**src/rtl/rsm_pkg.sv**
```systemverilog
package rsm_pkg;
    localparam int NSTAT = 32;   // static registers below the stacked window
    localparam int SW    = 7;    // width of frame size and local count

    typedef enum logic [1:0] {
        OP_NOP   = 2'd0,
        OP_ALLOC = 2'd1,
        OP_CALL  = 2'd2,
        OP_RET   = 2'd3
    } op_e;

    typedef enum logic [1:0] {
        ST_IDLE,
        ST_SPILL,
        ST_FILL
    } st_e;

    typedef struct packed {
        logic [SW-1:0] sof;
        logic [SW-1:0] sol;
    } frame_t;
endpackage

```
**src/rtl/rsm_frame_stack.sv**
```systemverilog
module rsm_frame_stack
    import rsm_pkg::*;
#(
    parameter int FDEPTH = 8
) (
    input  logic   clk,
    input  logic   rst_n,
    input  logic   push,
    input  logic   pop,
    input  frame_t din,
    output frame_t top,
    output logic   empty,
    output logic   full
);
    localparam int CW  = $clog2(FDEPTH + 1);
    localparam int IXW = $clog2(FDEPTH);

    frame_t         ent [FDEPTH];
    logic [CW-1:0]  cnt_q;
    logic [CW-1:0]  tix;

    always_ff @(posedge clk or negedge rst_n) begin
        if (!rst_n) begin
            cnt_q <= '0;
            for (int i = 0; i < FDEPTH; i++) ent[i] <= '0;
        end else begin
            if (push && !full) begin
                ent[cnt_q[IXW-1:0]] <= din;
                cnt_q <= cnt_q + 1'b1;
            end else if (pop && !empty) begin
                cnt_q <= cnt_q - 1'b1;
            end
        end
    end

    assign tix   = cnt_q - 1'b1;
    assign top   = ent[tix[IXW-1:0]];
    assign empty = (cnt_q == '0);
    assign full  = (cnt_q == CW'(FDEPTH));

    // the controller never pushes onto a full stack
    p_push_room_r7: assert property (@(posedge clk) disable iff (!rst_n)
        push |-> !full);
    // the controller never pops an empty stack
    p_pop_data_r6: assert property (@(posedge clk) disable iff (!rst_n)
        pop |-> !empty);
    p_depth_r7: assert property (@(posedge clk) disable iff (!rst_n)
        cnt_q <= CW'(FDEPTH));
endmodule

```
**src/rtl/rsm_xlate.sv**
```systemverilog
module rsm_xlate
    import rsm_pkg::*;
#(
    parameter int POOL = 128,
    localparam int IW  = $clog2(POOL),
    localparam int XW  = $clog2(NSTAT + POOL)
) (
    input  logic [6:0]    lr,
    input  logic [IW-1:0] bof,
    input  logic [SW-1:0] sof,
    output logic [XW-1:0] pidx,
    output logic          bad
);
    localparam int AW = $clog2(POOL + 1) + 1;

    logic          in_stk;
    logic [SW-1:0] off;
    logic [AW-1:0] sum;
    logic [IW-1:0] pos;

    always_comb begin
        in_stk = (lr >= 7'(NSTAT));
        off    = lr - 7'(NSTAT);
        sum    = AW'(bof) + AW'(off);
        if (sum >= AW'(POOL)) sum = sum - AW'(POOL);
        pos    = sum[IW-1:0];
        bad    = in_stk && (off >= sof);
        pidx   = in_stk ? (XW'(NSTAT) + XW'(pos)) : XW'(lr);
    end
endmodule

```
**src/rtl/rsm_ctrl.sv**
```systemverilog
module rsm_ctrl
    import rsm_pkg::*;
#(
    parameter int POOL   = 128,
    parameter int MAXF   = 96,
    parameter int FDEPTH = 8,
    localparam int IW    = $clog2(POOL),
    localparam int XW    = $clog2(NSTAT + POOL)
) (
    input  logic          clk,
    input  logic          rst_n,
    input  logic          cmd_valid,
    input  logic [1:0]    cmd_op,
    input  logic [SW-1:0] cmd_sof,
    input  logic [SW-1:0] cmd_sol,
    output logic          cmd_ready,
    output logic          cmd_done,
    output logic          cmd_bad,
    output logic          sp_req,
    output logic          sp_fill,
    output logic [XW-1:0] sp_idx,
    input  logic          sp_ack,
    output logic [IW-1:0] bof,
    output logic [SW-1:0] sof,
    output logic          stk_push,
    output logic          stk_pop,
    output frame_t        stk_din,
    input  frame_t        stk_top,
    input  logic          stk_empty,
    input  logic          stk_full
);
    localparam int DW = $clog2(POOL + 1);
    localparam int AW = DW + 1;

    function automatic logic [IW-1:0] mod_add(input logic [IW-1:0] a, input logic [DW-1:0] b);
        logic [AW-1:0] s;
        s = AW'(a) + AW'(b);
        if (s >= AW'(POOL)) s = s - AW'(POOL);
        return s[IW-1:0];
    endfunction

    function automatic logic [IW-1:0] mod_sub(input logic [IW-1:0] a, input logic [DW-1:0] b);
        logic [AW-1:0] s;
        s = AW'(a) + AW'(POOL) - AW'(b);
        if (s >= AW'(POOL)) s = s - AW'(POOL);
        return s[IW-1:0];
    endfunction

    st_e           st_q, st_d;
    logic [IW-1:0] bof_q;
    logic [SW-1:0] sof_q, sol_q, psof_q, psol_q;
    logic [DW-1:0] res_q;          // resident saved registers below the base
    logic          done_q, bad_q;

    logic          c_alloc, c_call, c_ret, c_bad, latch_pend;
    logic          spill_step, fill_step;
    logic [SW-1:0] a_sof, a_sol;
    logic [IW-1:0] spill_pos, fill_pos, req_pos;
    logic          need_spill_cmd, need_spill_pend, need_fill;

    assign spill_pos       = mod_sub(bof_q, res_q);
    assign fill_pos        = mod_sub(bof_q, DW'(res_q + 1'b1));
    assign need_spill_cmd  = (AW'(res_q) + AW'(cmd_sof)) > AW'(POOL);
    assign need_spill_pend = (AW'(res_q) + AW'(psof_q)) > AW'(POOL);
    assign need_fill       = (AW'(res_q) < AW'(stk_top.sol));

    // next state and command decode
    always_comb begin
        st_d       = st_q;
        c_alloc    = 1'b0;
        c_call     = 1'b0;
        c_ret      = 1'b0;
        c_bad      = 1'b0;
        latch_pend = 1'b0;
        spill_step = 1'b0;
        fill_step  = 1'b0;
        sp_req     = 1'b0;
        sp_fill    = 1'b0;
        req_pos    = spill_pos;
        a_sof      = cmd_sof;
        a_sol      = cmd_sol;
        unique case (st_q)
            ST_IDLE: begin
                if (cmd_valid) begin
                    unique case (op_e'(cmd_op))
                        OP_ALLOC: begin
                            if (cmd_sof > SW'(MAXF) || cmd_sol > cmd_sof) begin
                                c_bad = 1'b1;
                            end else if (need_spill_cmd) begin
                                latch_pend = 1'b1;
                                st_d       = ST_SPILL;
                            end else begin
                                c_alloc = 1'b1;
                            end
                        end
                        OP_CALL: begin
                            if (stk_full) c_bad = 1'b1;
                            else          c_call = 1'b1;
                        end
                        OP_RET: begin
                            if (stk_empty)      c_bad = 1'b1;
                            else if (need_fill) st_d  = ST_FILL;
                            else                c_ret = 1'b1;
                        end
                        OP_NOP: ;
                    endcase
                end
            end
            ST_SPILL: begin
                a_sof = psof_q;
                a_sol = psol_q;
                if (need_spill_pend) begin
                    sp_req     = 1'b1;
                    req_pos    = spill_pos;
                    spill_step = sp_ack;
                end else begin
                    c_alloc = 1'b1;
                    st_d    = ST_IDLE;
                end
            end
            ST_FILL: begin
                if (need_fill) begin
                    sp_req    = 1'b1;
                    sp_fill   = 1'b1;
                    req_pos   = fill_pos;
                    fill_step = sp_ack;
                end else begin
                    c_ret = 1'b1;
                    st_d  = ST_IDLE;
                end
            end
            default: st_d = ST_IDLE;
        endcase
    end

    // state register
    always_ff @(posedge clk or negedge rst_n) begin
        if (!rst_n) st_q <= ST_IDLE;
        else        st_q <= st_d;
    end

    // frame state and output pulses
    always_ff @(posedge clk or negedge rst_n) begin
        if (!rst_n) begin
            bof_q  <= '0;
            sof_q  <= '0;
            sol_q  <= '0;
            res_q  <= '0;
            psof_q <= '0;
            psol_q <= '0;
            done_q <= 1'b0;
            bad_q  <= 1'b0;
        end else begin
            done_q <= c_alloc | c_call | c_ret;
            bad_q  <= c_bad;
            if (latch_pend) begin
                psof_q <= cmd_sof;
                psol_q <= cmd_sol;
            end
            if (c_alloc) begin
                sof_q <= a_sof;
                sol_q <= a_sol;
            end
            if (c_call) begin
                bof_q <= mod_add(bof_q, DW'(sol_q));
                res_q <= res_q + DW'(sol_q);
                sof_q <= sof_q - sol_q;
                sol_q <= '0;
            end
            if (c_ret) begin
                bof_q <= mod_sub(bof_q, DW'(stk_top.sol));
                res_q <= res_q - DW'(stk_top.sol);
                sof_q <= stk_top.sof;
                sol_q <= stk_top.sol;
            end
            if (spill_step) res_q <= res_q - 1'b1;
            if (fill_step)  res_q <= res_q + 1'b1;
        end
    end

    assign cmd_ready = (st_q == ST_IDLE);
    assign cmd_done  = done_q;
    assign cmd_bad   = bad_q;
    assign sp_idx    = XW'(NSTAT) + XW'(req_pos);
    assign bof       = bof_q;
    assign sof       = sof_q;
    assign stk_push  = c_call;
    assign stk_pop   = c_ret;
    assign stk_din   = '{sof: sof_q, sol: sol_q};

    // an unanswered request holds its index and direction
    p_req_hold_r10: assert property (@(posedge clk) disable iff (!rst_n)
        (sp_req && !sp_ack) |=> (sp_req && $stable(sp_idx) && $stable(sp_fill)));
    // whenever idle, frame plus resident saved registers fit the pool
    p_pool_fit_r8: assert property (@(posedge clk) disable iff (!rst_n)
        (st_q == ST_IDLE) |-> ((AW'(res_q) + AW'(sof_q)) <= AW'(POOL)));
    // commands are held off while the engine is busy
    p_stall_r8: assert property (@(posedge clk) disable iff (!rst_n)
        sp_req |-> !cmd_ready);
    // never both outcomes at once
    p_one_outcome_r11: assert property (@(posedge clk) disable iff (!rst_n)
        $onehot0({cmd_done, cmd_bad}));
    // a committed frame always respects the size limits
    p_frame_limit_r4: assert property (@(posedge clk) disable iff (!rst_n)
        (sof_q <= SW'(MAXF)) && (sol_q <= sof_q));
    // fills only during a return
    p_fill_state_r9: assert property (@(posedge clk) disable iff (!rst_n)
        (sp_req && sp_fill) |-> (st_q == ST_FILL));
endmodule

```
**src/rtl/regstack_mapper.sv**
```systemverilog
module regstack_mapper
    import rsm_pkg::*;
#(
    parameter int POOL   = 128,
    parameter int MAXF   = 96,
    parameter int FDEPTH = 8,
    localparam int XW    = $clog2(NSTAT + POOL)
) (
    input  logic          clk,
    input  logic          rst_n,
    input  logic          cmd_valid,
    input  logic [1:0]    cmd_op,
    input  logic [6:0]    cmd_sof,
    input  logic [6:0]    cmd_sol,
    output logic          cmd_ready,
    output logic          cmd_done,
    output logic          cmd_bad,
    input  logic [6:0]    lr_num,
    output logic [XW-1:0] pr_idx,
    output logic          pr_bad,
    output logic          sp_req,
    output logic          sp_fill,
    output logic [XW-1:0] sp_idx,
    input  logic          sp_ack
);
    localparam int IW = $clog2(POOL);

    logic [IW-1:0] bof;
    logic [SW-1:0] sof;
    logic          stk_push, stk_pop, stk_empty, stk_full;
    frame_t        stk_din, stk_top;

    rsm_ctrl #(.POOL(POOL), .MAXF(MAXF), .FDEPTH(FDEPTH)) u_ctrl (
        .clk       (clk),
        .rst_n     (rst_n),
        .cmd_valid (cmd_valid),
        .cmd_op    (cmd_op),
        .cmd_sof   (cmd_sof),
        .cmd_sol   (cmd_sol),
        .cmd_ready (cmd_ready),
        .cmd_done  (cmd_done),
        .cmd_bad   (cmd_bad),
        .sp_req    (sp_req),
        .sp_fill   (sp_fill),
        .sp_idx    (sp_idx),
        .sp_ack    (sp_ack),
        .bof       (bof),
        .sof       (sof),
        .stk_push  (stk_push),
        .stk_pop   (stk_pop),
        .stk_din   (stk_din),
        .stk_top   (stk_top),
        .stk_empty (stk_empty),
        .stk_full  (stk_full)
    );

    rsm_frame_stack #(.FDEPTH(FDEPTH)) u_stack (
        .clk   (clk),
        .rst_n (rst_n),
        .push  (stk_push),
        .pop   (stk_pop),
        .din   (stk_din),
        .top   (stk_top),
        .empty (stk_empty),
        .full  (stk_full)
    );

    rsm_xlate #(.POOL(POOL)) u_xlate (
        .lr   (lr_num),
        .bof  (bof),
        .sof  (sof),
        .pidx (pr_idx),
        .bad  (pr_bad)
    );

    // a legal stacked register lands inside the physical stacked window
    p_map_window_r2: assert property (@(posedge clk) disable iff (!rst_n)
        (!pr_bad && lr_num >= 7'(NSTAT)) |->
        (pr_idx >= XW'(NSTAT) && pr_idx < XW'(NSTAT + POOL)));
    // static registers pass straight through
    p_static_r2: assert property (@(posedge clk) disable iff (!rst_n)
        (lr_num < 7'(NSTAT)) |-> (pr_idx == XW'(lr_num) && !pr_bad));
    // requests always name a stacked physical register
    p_req_window_r8: assert property (@(posedge clk) disable iff (!rst_n)
        sp_req |-> (sp_idx >= XW'(NSTAT) && sp_idx < XW'(NSTAT + POOL)));
endmodule

```
**config.mk**
```make
export PLATFORM = sky130hd
export DESIGN_NAME = regstack_mapper
export DESIGN_NICKNAME = d
export VERILOG_FILES = /design/src/rtl/rsm_pkg.sv /design/src/rtl/rsm_frame_stack.sv /design/src/rtl/rsm_xlate.sv /design/src/rtl/rsm_ctrl.sv /design/src/rtl/regstack_mapper.sv
export SDC_FILE = /design/constraint.sdc
export NUM_CORES = 1
export LEC_CHECK = 0
export BUFFER_PORTS_ARGS = -buffer_cell sky130_fd_sc_hd__buf_2
export CAP_MARGIN = 10
export CELL_PAD_IN_SITES_DETAIL_PLACEMENT = 1
export CELL_PAD_IN_SITES_GLOBAL_PLACEMENT = 1
export CORE_MARGIN = 5
export CORE_UTILIZATION = 35
export CTS_CLUSTER_DIAMETER = 40
export DETAILED_ROUTE_END_ITERATION = 6
export PLACE_DENSITY_LB_ADDON = 0.1
export SETUP_SLACK_MARGIN = 0.1
export SLEW_MARGIN = 20
export SYNTH_ARGS = -nofsm -noshare
export SYNTH_HDL_FRONTEND = slang
export SYNTH_SLANG_ARGS = --single-unit
```
**constraint.sdc**
```tcl
create_clock -name clk -period 6.25 [get_ports clk]
set_input_delay 0.3125 -clock clk [delete_from_list [all_inputs] [get_ports clk]]
set_output_delay 0.3125 -clock clk [all_outputs]
set_load 0.02 [all_outputs]
```
-- After elaboration in Yosys (flattened, before gate mapping)
Cells that the tools add are included.
- bits in registers: 163
- logic and storage cells: 169
- output and inout port bits: 22
- input port bits: 27
- bitwise operators: 4
- muxes and demuxes: 73
- equality and inequality tests: 14
- magnitude comparators: 15
- reduce and logical (&&, ||, !) cells: 14
- add/subtract/negate cells: 23
- operators with widths (cell ; number):
    $mux 7 ; 17
    $bwmux 112 ; 1
    $bmux 14 s3 ; 1
    $demux 14 s3 ; 1
    $mux 14 ; 3
    $mux 8 ; 5
    $sub 7x1->7 const B ; 5
    $mux 1 ; 30
    $ge 9x8->1 const B ; 3
    $add 8x7->9 ; 2
    $gt 9x8->1 const B ; 2
    $sub 9x8->9 ; 2
    $add 6x7->8 const A ; 2
    $add 7x7->8 ; 2
    $ge 8x8->1 const B ; 2
    $mux 2 ; 7
    $add 7x8->9 const B ; 1
    $sub 9x7->9 ; 1
    $add 8x1->8 const B ; 1
    $add 8x7->8 ; 1
    $ge 4x4->1 const B ; 2
    $lt 8x7->1 ; 1
    $mux 4 ; 2
    $not 3->4 ; 2
    other kinds (32) ; 47

-- Logic depth before layout (Yosys ltp)
- word-level depth: 14
- gate-level depth with buffers: 19
- mapped depth without buffers: 14

-- Cells and area by module
A second synthesis with hierarchy kept.
- cell total of the unflattened synthesis: 1062
- area total of the unflattened synthesis: 11417.2 µm²
- by module, submodules not included (module ; seq. area each (µm²) ; times used ; cells an instance ; area each (µm²)):
    rsm_ctrl ; 1176.1 ; 1 ; 649 ; 5480.3
    rsm_frame_stack ; 2902.8 ; 1 ; 338 ; 5390.2
    rsm_xlate ; 0.0 ; 1 ; 75 ; 546.8

-- Least setup slack after synthesis
Ideal clock, no wire load.
- path kind: register -> output
- start: register u_stack.cnt_q[1]
- end: output sp_idx[6]
- stages on the path, launching flop included: 19
- path buffers: 5
- data arrival time: 4.975 ns
- data required time: 5.938 ns
- path slack: 0.963 ns
- path through: dfrtp_1 clkbuf_1 inv_1 ha_1 buf_1 clkbuf_1 mux4_2 mux2i_1 inv_1 fa_1 nor2b_1 o31a_1 o31ai_4 nand3_1 clkbuf_1 clkbuf_1 mux2i_1 inv_1 ha_1
- longest elaborated chain between the ends: 9
- ends and longest elaborated chain (what ; RTL line ; source):
    start: declaration ; rsm_frame_stack.sv:19 ; logic [CW-1:0] cnt_q;
    start signal: assignment ; rsm_frame_stack.sv:29 ; cnt_q <= cnt_q + 1'b1;
    start signal: assignment ; rsm_frame_stack.sv:31 ; cnt_q <= cnt_q - 1'b1;
    $sub 4x1->4 ; -- ;
    $not 3->4 (not written as such) ; rsm_frame_stack.sv:37 ; assign top = ent[tix[IXW-1:0]];
    $bmux 14 s3 ; rsm_frame_stack.sv:37 ;
    $mux 14 (not written as such) (2 in a row) ; rsm_frame_stack.sv:37 ;
    $lt 8x7->1 ; rsm_ctrl.sv:65 ; assign need_fill = (AW'(res_q) < AW'(stk_top.sol));
    $mux 7 ; rsm_ctrl.sv:122 ; if (need_fill) begin
    $mux 7 ; -- ;
    $add 6x7->8 ; rsm_ctrl.sv:184 ; assign sp_idx = XW'(NSTAT) + XW'(req_pos);
    end: declaration ; regstack_mapper.sv:23 ; output logic [XW-1:0] sp_idx,
No other way between the ends. The select of a mux whose other input is x is not followed.

-- Worst setup path after layout
- start: register u_stack.cnt_q[1]
- end: output sp_req
- longest elaborated chain between the ends: 8
- ends and longest elaborated chain (what ; RTL line ; source):
    $sub 4x1->4 ; -- ;
    $not 3->4 (not written as such) ; rsm_frame_stack.sv:37 ;
    $bmux 14 s3 ; rsm_frame_stack.sv:37 ;
    $mux 14 (not written as such) (2 in a row) ; rsm_frame_stack.sv:37 ;
    $lt 8x7->1 ; rsm_ctrl.sv:65 ;
    $mux 1 ; rsm_ctrl.sv:122 ;
    $pmux 1 s2 ; rsm_ctrl.sv:82 ; unique case (st_q)
    end: declaration ; regstack_mapper.sv:21 ; output logic sp_req,
No other way between the ends. The select of a mux whose other input is x is not followed.

==> summary.md <==
| Metric | Value |
|---|---|
| Routed wire per std cell | `22.1 um` |
| Mean Syn Cell Area | `10.2 um^2` |
| Commonest non-fill, non-tap cells in the layout | `162 x dfrtp_1, 101 x nand2_1, 97 x o21ai_0` |
| Number of max-cap violations | `0` |
| Yosys reg bits | `163` |
| Die width | `190 um` |
| TritonCTS Buffers | `17` |
| Layout cells sized above 1 | `19.9%` |
| Max stage delay on crit path | `770 ps` |
| FP Rows | `65` |
| CP Class | `register to primary output` |
| Total number of vias | `8675` |
| Setup Buffers After CTS | `0` |
| Post-layout net count | `1277` |
| Cells after Synth | `1114` |
| Crit. End Element | `primary output` |
| H-tree Lvls | `4` |
| CTS root buffer | `clkbuf_16` |
| Leakage power | `5.84 nW` |
| Largest net degree at the start of global routing | `72` |
| GPL Wtd Cong | `0.784` |
| Initial Utilization | `35.7%` |
| Reg clk slew, reported paths | `80 ps` |
| Post-Route Setup TNS | `0 ps` |
| First-pass GRT wire length | `54800 um` |
| WP data arrival | `5360 ps` |
| Worst-skew pair later-pin latency | `440 ps` |
| 1st-pass router iterations | `4` |
| Final WL | `34700 um` |
| Max Clk Rate | `0.176 GHz` |
| Max stage delay cell, worst path | `ha_2` |
| Post-Syn Nets | `1239` |
| Synth warn | `0` |
| Tightest Pin Transition | `1100 ps` |
| Worst path cell trace | `inv_1 -> ha_2 -> mux4_2 -> mux2i_1 -> inv_1 -> fa_1 -> nor2b_1 -> o31a_1 -> o31ai_4 -> nand3_1 -> buf_4 -> clkinv_1 -> or2_2 -> and2_1 -> buf_2` |
| DPL Wire Length | `25300 um` |
| RSZ-0062 raised after global routing | `no` |
| Outcome | `complete, no violations` |
| Clk buf depth | `2` |
| CP Data Required Time | `5940 ps` |
| Area share of the largest cell type after synthesis | `36.0%` |
| Sequential area share after synthesis | `36.0%` |
| DR vias/cell | `5.54` |
| GRT Overall Usage | `19.7%` |
| Hold Path Class | `input port to register` |
| DRC viols | `0` |
| Tot Pwr | `8.37 mW` |
| Cell Area, Synth | `0.0113 mm^2` |
| Final setup fails | `0` |
| Top cells by area, synth | `dfrtp_1 36%, ha_1 9.7%, mux2_2 8.1%` |
| Clock sink total | `163` |
| CP most frequent cell | `inv_1` |
| Detail Route Antenna Nets | `0` |
| Async SR Flop Fraction | `100%` |
| Startpoint Class | `register` |
| WHS | `140 ps` |
| PortBufs | `48` |
| Buf/Inv on CP | `5` |
| Max Slew Vio Count | `0` |
| Initial DRC count | `412` |
| Antenna violations before repair | `0` |
| Utilization after layout | `39.9%` |
| Post-synth EDFFs | `0` |
| Worst IR Drop VDD | `283 uV` |
| Slew HR | `26.7%` |
| Area of the die | `0.0360 mm^2` |
| Main synth FF type | `dfrtp_1` |
| Cell accounting for the most synthesized area | `dfrtp_1` |
| Vias in the first global route | `9190` |
| Clock skew | `16.9 ps` |
| Grt ovf | `0` |
| Largest fanout on the critical path | `22` |
| Area Overhead vs Synth | `12.0%` |
| Diode count | `0` |
| Unique masters post-synth | `80` |
| Commonest non-fill, non-tap cell in the layout | `dfrtp_1` |
| Final hold viol count | `0` |
| Fin crit share | `90.8%` |
| Power Dens Cells | `661 mW/mm^2` |
| Io pins | `49` |
| Die H | `190 um` |
| CTS tree | `built` |
| Tmin final | `5680 ps` |
| CP delay by family, top | `adder cells` |
| Area of the core | `0.0317 mm^2` |
-- logic make-up after synthesis --
group | Yosys count | share of synthesized area, %
buffers and inverters | 111 | 3.91
multiplexers | 146 | 16.9
AND/OR/NAND/NOR | 267 | 11.6
AO/OA/AOI/OAI | 282 | 16.4
XOR/XNOR | 47 | 3.64
flip-flops | 163 | 36.0
adder cells (fa/ha/maj) | 98 | 11.5
-- final timing paths --
check / start / to / slack (ps) / cells past startpoint
max in group asynchronous: rst_n / u_stack.ent[34]$_DFFE_PN0P_ / 4620 / 3
min: cmd_sol[1] / u_ctrl.psol_q[1]$_DFFE_PN0P_ / 140 / 2
max reg2reg: u_stack.cnt_q[1]$_DFFE_PN0P_ / u_ctrl.st_q[0]$_DFFE_PN0P_ / 1160 / 14
min in group asynchronous: rst_n / u_ctrl.psof_q[1]$_DFFE_PN0P_ / 460 / 2
min reg2reg: u_stack.ent[37]$_DFFE_PN0P_ / u_stack.ent[37]$_DFFE_PN0P_ / 480 / 2
max: u_stack.cnt_q[1]$_DFFE_PN0P_ / sp_req / 570 / 15
-- routing by layer --
layer / up-vias / share of wire, % / routed length, um / GRT usage, %
met3: 31 / 2.0 / 694 / 2.68
met4: 0 / 2.0 / 687 / 4.70
met1: 4386 / 47 / 16400 / 26.5
li1: 4161 / - / - / -
met2: 97 / 49 / 16900 / 33.7
met5: - / 0 / 0 / 0
-- area by class of cell --
cell class	instances	area, um^2
Fill cell	3544	19000
Multi-Input combinational cell	840	6840
Sequential cell	163	4080
Tap cell	402	503
Clock buffer	18	429
Timing Repair Buffer	67	392
Inverter	63	236
Clock inverter	14	189
-- where the power goes --
group	switching [mW]	internal [mW]	leakage, nW	total, mW
Sequential	0.528	1.51	2.10	2.04
Combinational	2.95	2.26	3.45	5.21
Clock	0.507	0.612	0.299	1.12
Total	3.99	4.38	5.84	8.37
-- stage by stage --
stage	setup slack, ps	cells	cell area [um^2]
2_1_floorplan	963	1114	11300
3_3_place_gp	908	1534	12000
3_5_place_dp	785	1534	12000
4_1_cts	269	1567	12700
5_1_grt	245	1567	12700
6_report	574	1567	12700
-- Yosys cell counts, drive strengths merged (3+ instances only) --
| cell type | instances |
|---|---|
| nand2b | 10 |
| inv | 62 |
| mux4 | 28 |
| a211oi | 19 |
| o311ai | 3 |
| or2 | 3 |
| o21ai | 98 |
| a21oi | 56 |
| o211ai | 5 |
| ha | 88 |
| o31ai | 4 |
| fa | 10 |
| a221o | 3 |
| a21o | 29 |
| a211o | 5 |
| a2111oi | 5 |
| nand2 | 101 |
| mux2i | 36 |
| mux2 | 82 |
| o21a | 7 |
| and3 | 7 |
| xnor2 | 31 |
| nor4 | 11 |
| o311a | 3 |
| o22ai | 4 |
| nor2b | 15 |
| a311oi | 4 |
| or3 | 5 |
| nand3 | 25 |
| o21bai | 4 |
| buf | 21 |
| dfrtp | 163 |
| nor2 | 48 |
| nor3 | 22 |
| and2 | 10 |
| clkbuf | 27 |
| xor2 | 16 |
| nand4 | 4 |
| a31oi | 11 |
-- sequential cells by signal, indices dropped and copies added (netlist names) --
signal,cells
u_ctrl.psof_q,7
u_ctrl.sol_q,7
u_ctrl.res_q,8
u_ctrl.sof,7
u_ctrl.cmd_done,1
u_stack.ent,112
u_stack.cnt_q,4
u_ctrl.psol_q,7
u_ctrl.bof,7
u_ctrl.cmd_bad,1
u_ctrl.st_q,2
-- timing repair --
action	in CTS	in global routing
setup endpoints to repair	0	1
endpoints found under the hold margin	69	0
hold buffers	1	0
resized for setup	0	1
(Power assumes the default switching activity.)
